$ cat src/rtl/rx_ring_pkg.sv
package rx_ring_pkg;
    localparam int unsigned RING_CNT   = 8;
    localparam int unsigned ADDR_W     = 32;
    localparam int unsigned DESC_BYTES = 8;
    localparam int unsigned ALIGN_W    = $clog2(DESC_BYTES);
    localparam int unsigned SEL_W      = $clog2(RING_CNT);

    typedef enum logic {
        RING_OFF = 1'b0,
        RING_RUN = 1'b1
    } ring_state_e;
endpackage

$ cat src/rtl/ring_slot.sv
module ring_slot
    import rx_ring_pkg::*;
#(
    parameter int unsigned AW    = ADDR_W,
    parameter int unsigned STEP  = DESC_BYTES,
    parameter int unsigned LOW_W = ALIGN_W
) (
    input  logic          clk,
    input  logic          rst_n,
    input  logic          en_i,
    input  logic          base_we_i,
    input  logic [AW-1:0] base_wd_i,
    input  logic          close_i,
    input  logic          wrap_i,
    output logic [AW-1:0] base_o,
    output logic [AW-1:0] ptr_o
);
    localparam logic [AW-1:0] STEP_V = AW'(STEP);

    ring_state_e   state_q, state_d;
    logic [AW-1:0] base_q;
    logic [AW-1:0] ptr_q, ptr_d;

    // state register
    always_ff @(posedge clk) begin
        if (!rst_n) state_q <= RING_OFF;
        else        state_q <= state_d;
    end

    // transitions: arm, disarm
    always_comb begin
        state_d = state_q;
        unique case (state_q)
            RING_OFF: if (en_i)  state_d = RING_RUN;
            RING_RUN: if (!en_i) state_d = RING_OFF;
            default:             state_d = RING_OFF;
        endcase
    end

    // output process: pointer next value
    always_comb begin
        ptr_d = ptr_q;
        unique case (state_q)
            RING_OFF: if (en_i) ptr_d = base_q;
            RING_RUN: begin
                if (en_i && close_i) ptr_d = wrap_i ? base_q : ptr_q + STEP_V;
            end
            default: ptr_d = ptr_q;
        endcase
    end

    always_ff @(posedge clk) begin
        if (!rst_n) begin
            ptr_q  <= '0;
            base_q <= '0;
        end else begin
            ptr_q <= ptr_d;
            if (base_we_i) base_q <= {base_wd_i[AW-1:LOW_W], {LOW_W{1'b0}}};
        end
    end

    assign base_o = base_q;
    assign ptr_o  = ptr_q;


    base_align_chk: assert property (@(posedge clk) disable iff (!rst_n)
        base_we_i |=> base_q[LOW_W-1:0] == '0);

    ptr_align_chk: assert property (@(posedge clk) disable iff (!rst_n)
        ptr_q[LOW_W-1:0] == '0);

    ptr_step_chk: assert property (@(posedge clk) disable iff (!rst_n)
        (state_q == RING_RUN && en_i && close_i && !wrap_i) |=> ptr_q == $past(ptr_q) + STEP_V);

    ptr_wrap_chk: assert property (@(posedge clk) disable iff (!rst_n)
        (state_q == RING_RUN && en_i && close_i && wrap_i) |=> ptr_q == $past(base_q));

    idle_hold_chk: assert property (@(posedge clk) disable iff (!rst_n)
        (!en_i) |=> $stable(ptr_q));

    arm_load_chk: assert property (@(posedge clk) disable iff (!rst_n)
        (state_q == RING_OFF && en_i) |=> ptr_q == $past(base_q));
endmodule

$ cat src/rtl/ring_read_mux.sv
module ring_read_mux
    import rx_ring_pkg::*;
#(
    parameter int unsigned N  = RING_CNT,
    parameter int unsigned AW = ADDR_W,
    parameter int unsigned SW = SEL_W
) (
    input  logic [N-1:0][AW-1:0] base_all_i,
    input  logic [N-1:0][AW-1:0] ptr_all_i,
    input  logic                 pick_ptr_i,
    input  logic [SW-1:0]        sw_ring_i,
    input  logic [SW-1:0]        dma_ring_i,
    output logic [AW-1:0]        sw_rdata_o,
    output logic [AW-1:0]        dma_ptr_o
);
    always_comb begin
        sw_rdata_o = pick_ptr_i ? ptr_all_i[sw_ring_i] : base_all_i[sw_ring_i];
        dma_ptr_o  = ptr_all_i[dma_ring_i];
    end
endmodule

$ cat src/rtl/rx_ring_ptr_unit.sv
module rx_ring_ptr_unit
    import rx_ring_pkg::*;
#(
    parameter int unsigned N  = RING_CNT,
    parameter int unsigned AW = ADDR_W
) (
    input  logic                  clk,
    input  logic                  rst_n,
    input  logic                  sw_wr,
    input  logic [$clog2(N):0]    sw_addr,
    input  logic [AW-1:0]         sw_wdata,
    output logic [AW-1:0]         sw_rdata,
    input  logic [N-1:0]          ring_en,
    input  logic [$clog2(N)-1:0]  dma_sel,
    input  logic                  dma_close,
    input  logic                  dma_wrap,
    output logic [AW-1:0]         dma_ptr
);
    localparam int unsigned SW = $clog2(N);

    logic [N-1:0][AW-1:0] base_all;
    logic [N-1:0][AW-1:0] ptr_all;
    logic                 pick_ptr;
    logic [SW-1:0]        sw_ring;

    assign pick_ptr = sw_addr[SW];
    assign sw_ring  = sw_addr[SW-1:0];

    for (genvar g = 0; g < N; g++) begin : g_ring
        logic we_g, close_g;
        assign we_g    = sw_wr && !pick_ptr && (sw_ring == SW'(g));
        assign close_g = dma_close && (dma_sel == SW'(g));

        ring_slot #(.AW(AW), .STEP(DESC_BYTES), .LOW_W(ALIGN_W)) i_slot (
            .clk       (clk),
            .rst_n     (rst_n),
            .en_i      (ring_en[g]),
            .base_we_i (we_g),
            .base_wd_i (sw_wdata),
            .close_i   (close_g),
            .wrap_i    (dma_wrap),
            .base_o    (base_all[g]),
            .ptr_o     (ptr_all[g])
        );


        other_ring_chk: assert property (@(posedge clk) disable iff (!rst_n)
            (!close_g && ring_en[g] && $past(ring_en[g]) && rst_n && $past(rst_n))
                |=> $stable(ptr_all[g]) || $past(close_g));
    end

    ring_read_mux #(.N(N), .AW(AW), .SW(SW)) i_mux (
        .base_all_i (base_all),
        .ptr_all_i  (ptr_all),
        .pick_ptr_i (pick_ptr),
        .sw_ring_i  (sw_ring),
        .dma_ring_i (dma_sel),
        .sw_rdata_o (sw_rdata),
        .dma_ptr_o  (dma_ptr)
    );


    ptr_write_drop_chk: assert property (@(posedge clk) disable iff (!rst_n)
        (sw_wr && pick_ptr && !dma_close && ring_en == $past(ring_en)) |=> $stable(ptr_all));
endmodule

$ cat config.mk
export PLATFORM = sky130hd
export DESIGN_NAME = rx_ring_ptr_unit
export DESIGN_NICKNAME = d
export VERILOG_FILES = /design/src/rtl/rx_ring_pkg.sv /design/src/rtl/ring_slot.sv /design/src/rtl/ring_read_mux.sv /design/src/rtl/rx_ring_ptr_unit.sv
export SDC_FILE = /design/constraint.sdc
export NUM_CORES = 2
export LEC_CHECK = 0
export BUFFER_PORTS_ARGS = -buffer_cell sky130_fd_sc_hd__buf_4
export CAP_MARGIN = 20
export CORE_UTILIZATION = 30
export CTS_CLUSTER_DIAMETER = 60
export DETAILED_ROUTE_END_ITERATION = 12
export PLACE_DENSITY = 0.48
export SETUP_SLACK_MARGIN = 0.2
export SLEW_MARGIN = 15
export SYNTH_ARGS = -nofsm -noshare
export SYNTH_HDL_FRONTEND = slang
export SYNTH_SLANG_ARGS = --single-unit
$ cat constraint.sdc
create_clock -name clk -period 2.6 [get_ports clk]
set_input_delay 0.26 -clock clk [delete_from_list [all_inputs] [get_ports clk]]
set_output_delay 0.26 -clock clk [all_outputs]
set_load 0.02 [all_outputs]
# == After elaboration in Yosys (flattened, before gate mapping) ==
# Index checks and enable logic that the tools add are counted.
# totals
romBits,0
wordCells,155
output_inout_bits,64
latchBits,0
memories,0
mem_bits_rw,0
input_bits,52
reg_bits,496
# op_classes
n_addsub,8
n_lt_le_gt_ge,2
mul,0
mux,47
n_eq_ne,30
shift,0
n_bitwise,8
reduce_logical,36
div_mod_pow,0
# ops
cell,n
$mux 32,28
$pmux 32 s2,8
$bmux 32 s3,3
$add 32x4->32 const B,8
$ne 2x2->1 const B,16
$logic_and 1x1->1,25
$eq 3x3->1 const B,8
$reduce_and 2->1,8
$eq 3x2->1 const B,4
$lt 3x4->1 const B,2
$mux 1,8
$not 1->1,8
$eq 3x1->1 const B,2
$logic_not 3->1,2
$logic_not 1->1,1

# == Logic depth before layout (Yosys ltp) ==
# depth
ltp_word,5
mapped_depth,9
ltp_nobuf,6

# == Hierarchy ==
# Synthesis repeated with hierarchy kept, for this count alone.
# unflattened
cells_unflattened,3315
area_unflattened_um2,29510.8
# modules_own_cells
mod,instances,seq_area_each_um2,cells_per_inst,area_per_inst_um2
ring_slot,8,1181.1,363,2971.6
ring_read_mux,1,0.0,385,5606.6
rx_ring_ptr_unit,1,0.0,26,131.4

# == Worst setup path before layout ==
# Ideal clock, no wire load.
# synth_path
path_type,input-to-output
startpoint,input port sw_addr[0]
endpoint,output port sw_rdata[8]
required_time_ps,2340
slack_ps,252
path_buffers,2
arrival_time_ps,2088
cell_stages,4
path_cell_list,buf_2 buf_1 mux4_1 mux4_2
# synth_between
elab_chain_cells,3
elab_cells_between_ends,5
classes_between,mux: 5
# synth_lines
item,line,rtl
start: declaration,rx_ring_ptr_unit.sv:10,"input logic [$clog2(N):0] sw_addr,"
$bmux 32 s3,ring_read_mux.sv:17,sw_rdata_o = pick_ptr_i ? ptr_all_i[sw_ring_i] : base_all_i[sw_ring_i];
$mux 32 (implied by the code),ring_read_mux.sv:17,
$mux 32 (*),ring_read_mux.sv:17,
end: declaration,rx_ring_ptr_unit.sv:12,"output logic [AW-1:0] sw_rdata,"
# Mark *: on every way between the ends. The rest lies on a longest branch, timed or not. The select of a mux whose other input is x is not followed.

# == Final worst setup path ==
# layout_path
startpoint,register g_ring[1].i_slot.ptr_q[3]
endpoint,output port sw_rdata[3]
# layout_between
elab_chain_cells,3
# layout_lines
item,line,rtl
start: declaration,ring_slot.sv:22,"logic [AW-1:0] ptr_q, ptr_d;"
start signal: assignment,ring_slot.sv:57,ptr_q <= ptr_d;
$bmux 32 s3,ring_read_mux.sv:17,
$mux 32 (implied by the code),ring_read_mux.sv:17,
$mux 32,ring_read_mux.sv:17,
# No other way between the ends. The select of a mux whose other input is x is not followed.

==> qor.yml <==
grt:
  overflow: 0
  antenna_found_initial: 8
  grt_pass1_vias: 26500
  grt_start_max_net_pins: 79
  grt_pass1_wl_um: 189000
  track_usage: 0.267
timing:
  setup_viol: 6
  fmax_mhz: 375
  slew_violations: 0
  report.final.hold_viol_count: 0
  tns_ps: -151
  layout_min_cycle_time_ps: 2660
  period_share: 1.02
  rsz0062_at_grt: "yes"
  worstMarginPinSlew_ps: 880
  layout_setup_ws_ps: -63.3
  max_slew_margin: 0.413
  skew_ps: 13.7
job:
  max_cap_viol_count: 0
critical_path:
  startpoint_type: "register"
  crit_type: "register to output port"
  crit_required_ps: 2340
  worstPathMaxFanout: 2
  critPathArrivalTime_ps: 2400
  endpoint_kind: "output port"
placement:
  placed_area_mm2: 0.0318
  hpwl_um: 91900
  globalplace.congestion: 0.932
  post-place-ws_ps: 224
  portBuffers: 106
synthesis:
  yosysSeqAreaShare: 0.332
  synthCells: 3410
  synthAdderAreaFrac: 0.00352
  synthFlopType: "dfxtp_1"
  synth_compound_area_frac: 0.201
  async_flop_share: 0
  postSynthAreaPerCell_um2: 8.35
  synthDistinctLibCells: 82
  yosys.area_share.simple: 0.229
  synth_edf_count: 0
  synth_top_family_by_area: "simple AND/OR/NAND/NOR gates"
  yosys_warnings: 0
  synthXorXnorAreaFrac: 0
  synth_area_mm2: 0.0285
  synthMuxAreaShare: 0.179
  ys_ff_latch: 472
floorplan:
  start_util: 0.304
  die_h_um: 310
  coreArea_mm2: 0.0936
  fp.dieW_um: 310
  rows: 112
  design.die.area_mm2: 0.0961
  boundaryPins: 116
cells_and_area:
  multi_input_area_mm2: 0.0176
  design_area_mm2: 0.0359
  fill_cells: 9686
  layout-area-overhead-vs-synth_pct: 26.1
  final_nets: 3675
  ff_latch_area_mm2: 0.00970
  drive_gt1_frac: 0.275
clocking:
  cts-root-buf: "clkbuf_16"
  clock_latency_ps: 650
  clk_pin_slew_ps: 60
  clockBufferDepth: 3
  cts_tree: "done"
  numCtsBuffers: 57
  cts.sinks: 472
  htreeDepth: 2
detailed_routing:
  drt-wirelength-per-cell_um: 26.3
  drt_iter0_drc: 3627
  drcViolationCount: 0
  ant_nets: 0
  drt_wl_total_um: 129000
  vias: 29100
  dr.pass1.iters: 6
  viasPerCell: 5.92
run_status:
  status: "finished with violations"
  violations: "setup timing"
pwr:
  total_power_uw: 18700
  cellLeakagePower_uw: 0.0125
  p_per_area_mw_per_mm2: 521
  peakVddDrop_uv: 507
hold_path:
  hold_path.class: "primary input to register"
-- worst paths after layout --
path | from | to | slack (ps) | cells past startpoint
min reg2reg | g_ring[2].i_slot.base_o[16] | g_ring[2].i_slot.base_o[16] | 470 | 2
min | dma_wrap | g_ring[1].i_slot.ptr_o[25] | 300 | 3
max | g_ring[1].i_slot.ptr_o[3] | sw_rdata[3] | -60 | 4
max reg2reg | g_ring[6].i_slot.ptr_o[4] | g_ring[6].i_slot.ptr_o[27] | 300 | 7
-- per-layer routing --
metal / share of wire / routed length [um] / GRT usage / vias up
met5: 0.00039 / 51 / 0 / -
met4: 0.036 / 4670 / 0.0856 / 8
met1: 0.43 / 56200 / 0.382 / 14400
met2: 0.44 / 56700 / 0.409 / 1459
li1: - / - / - / 13100
met3: 0.091 / 11700 / 0.0404 / 234
-- worst max-delay path, cell delays in order (launching register included) --
cell and delay, ps:
dfxtp_4 340, buf_8 120, mux4_2 470, mux4_2 620
buf_6 190
-- logic make-up after synthesis --
logic type | after synthesis
AO/OA/AOI/OAI | 927
adder cells (fa/ha/maj) | 8
buffers and inverters | 366
flip-flops | 472
multiplexers | 251
other | 1
AND/OR/NAND/NOR | 1385
-- Yosys cell counts (9+ instances only) --
| library cell | instances | area share |
|---|---|---|
| a21oi_1 | 424 | 0.075 |
| nor2b_1 | 9 | 0.0020 |
| o22ai_1 | 14 | 0.0031 |
| a21o_1 | 18 | 0.0047 |
| o31ai_1 | 12 | 0.0032 |
| nand2_1 | 669 | 0.088 |
| a32o_1 | 10 | 0.0035 |
| nand3_1 | 130 | 0.023 |
| and3_1 | 63 | 0.014 |
| a22oi_1 | 10 | 0.0026 |
| and2_1 | 45 | 0.0099 |
| nor4_2 | 9 | 0.0040 |
| or3_1 | 33 | 0.0073 |
| clkbuf_1 | 214 | 0.028 |
| inv_1 | 24 | 0.0032 |
| nor3b_1 | 13 | 0.0034 |
| a41oi_1 | 15 | 0.0046 |
| mux4_2 | 201 | 0.16 |
| nand4_1 | 75 | 0.016 |
| nor3_1 | 47 | 0.0083 |
| buf_4 | 27 | 0.0071 |
| or4_1 | 10 | 0.0026 |
| a211oi_1 | 26 | 0.0069 |
| nor4_1 | 32 | 0.0070 |
| buf_2 | 82 | 0.014 |
| o21ai_0 | 164 | 0.029 |
| mux2_2 | 31 | 0.012 |
| dfxtp_1 | 472 | 0.33 |
| mux2i_1 | 17 | 0.0060 |
| a31oi_1 | 63 | 0.014 |
| o21a_1 | 20 | 0.0053 |
| and4_1 | 15 | 0.0046 |
| a311oi_1 | 18 | 0.0055 |
| nor2_1 | 191 | 0.025 |
| o211ai_1 | 15 | 0.0040 |
| buf_1 | 16 | 0.0021 |
| nand2b_1 | 11 | 0.0024 |
| o221a_2 | 35 | 0.014 |
-- per-stage QoR --
| step | hold WS (ps) | util | cells |
|---|---|---|---|
| finish | 296 | 0.383 | 4923 |
| global placement | 460 | 0.339 | 4650 |
| global route | 312 | 0.383 | 4919 |
| CTS | 287 | 0.379 | 4886 |
| floorplan | 382 | - | 3415 |
| detailed placement | 464 | 0.339 | 4650 |
-- sequential cells by signal, indices dropped and copies added (netlist names) --
signal / flops
g_ring.i_slot.state_q: 8
g_ring.i_slot.base_o: 232
g_ring.i_slot.ptr_o: 232
-- report_power, final --
| part | switching (uW) | internal (uW) |
|---|---|---|
| Combinational | 1420 | 1050 |
| Clock | 3560 | 5030 |
| Sequential | 244 | 7410 |
| Total | 5220 | 13500 |
-- timing repair --
| action | 4_1_cts | 5_1_grt |
|---|---|---|
| buffers inserted | 91 | 31 |
| endpoints found under the setup margin | 48 | 57 |
| pin swaps | 0 | 1 |
| hold buffers | 38 | 0 |
| gates resized for setup | 277 | 57 |
| hold endpoints to repair | 241 | 0 |
-- layout make-up --
cell class                      instances  area share
Sequential cell                       472       0.270
Multi-Input combinational cell       2577       0.492
Antenna cell                            6    0.000418
Tap cell                             1254      0.0437
Inverter                               24     0.00272
Timing Repair Buffer                  483       0.136
Clock inverter                         18     0.00575
Clock buffer                           89      0.0490
-- cell usage in the layout (no fill, tap or decap), types with 20 or more instances in the layout --
cell type,synthesis,final
a211oi_1,26,26
a21oi_1,424,424
a31oi_1,63,63
and2_1,45,45
and3_1,63,62
buf_12,0,54
buf_4,27,259
buf_6,0,130
clkbuf_16,0,59
dfxtp_1,472,334
dfxtp_2,0,106
dfxtp_4,0,32
dlygate4sd3_1,0,38
inv_1,24,23
mux2_4,0,24
mux4_2,201,203
nand2_1,669,669
nand3_1,130,128
nand4_1,75,75
nor2_1,191,190
nor3_1,47,45
nor4_1,32,32
o21a_1,20,20
o21ai_0,164,161
o221a_2,35,35
or3_1,33,33
Power figures use the tool's default switching activity.
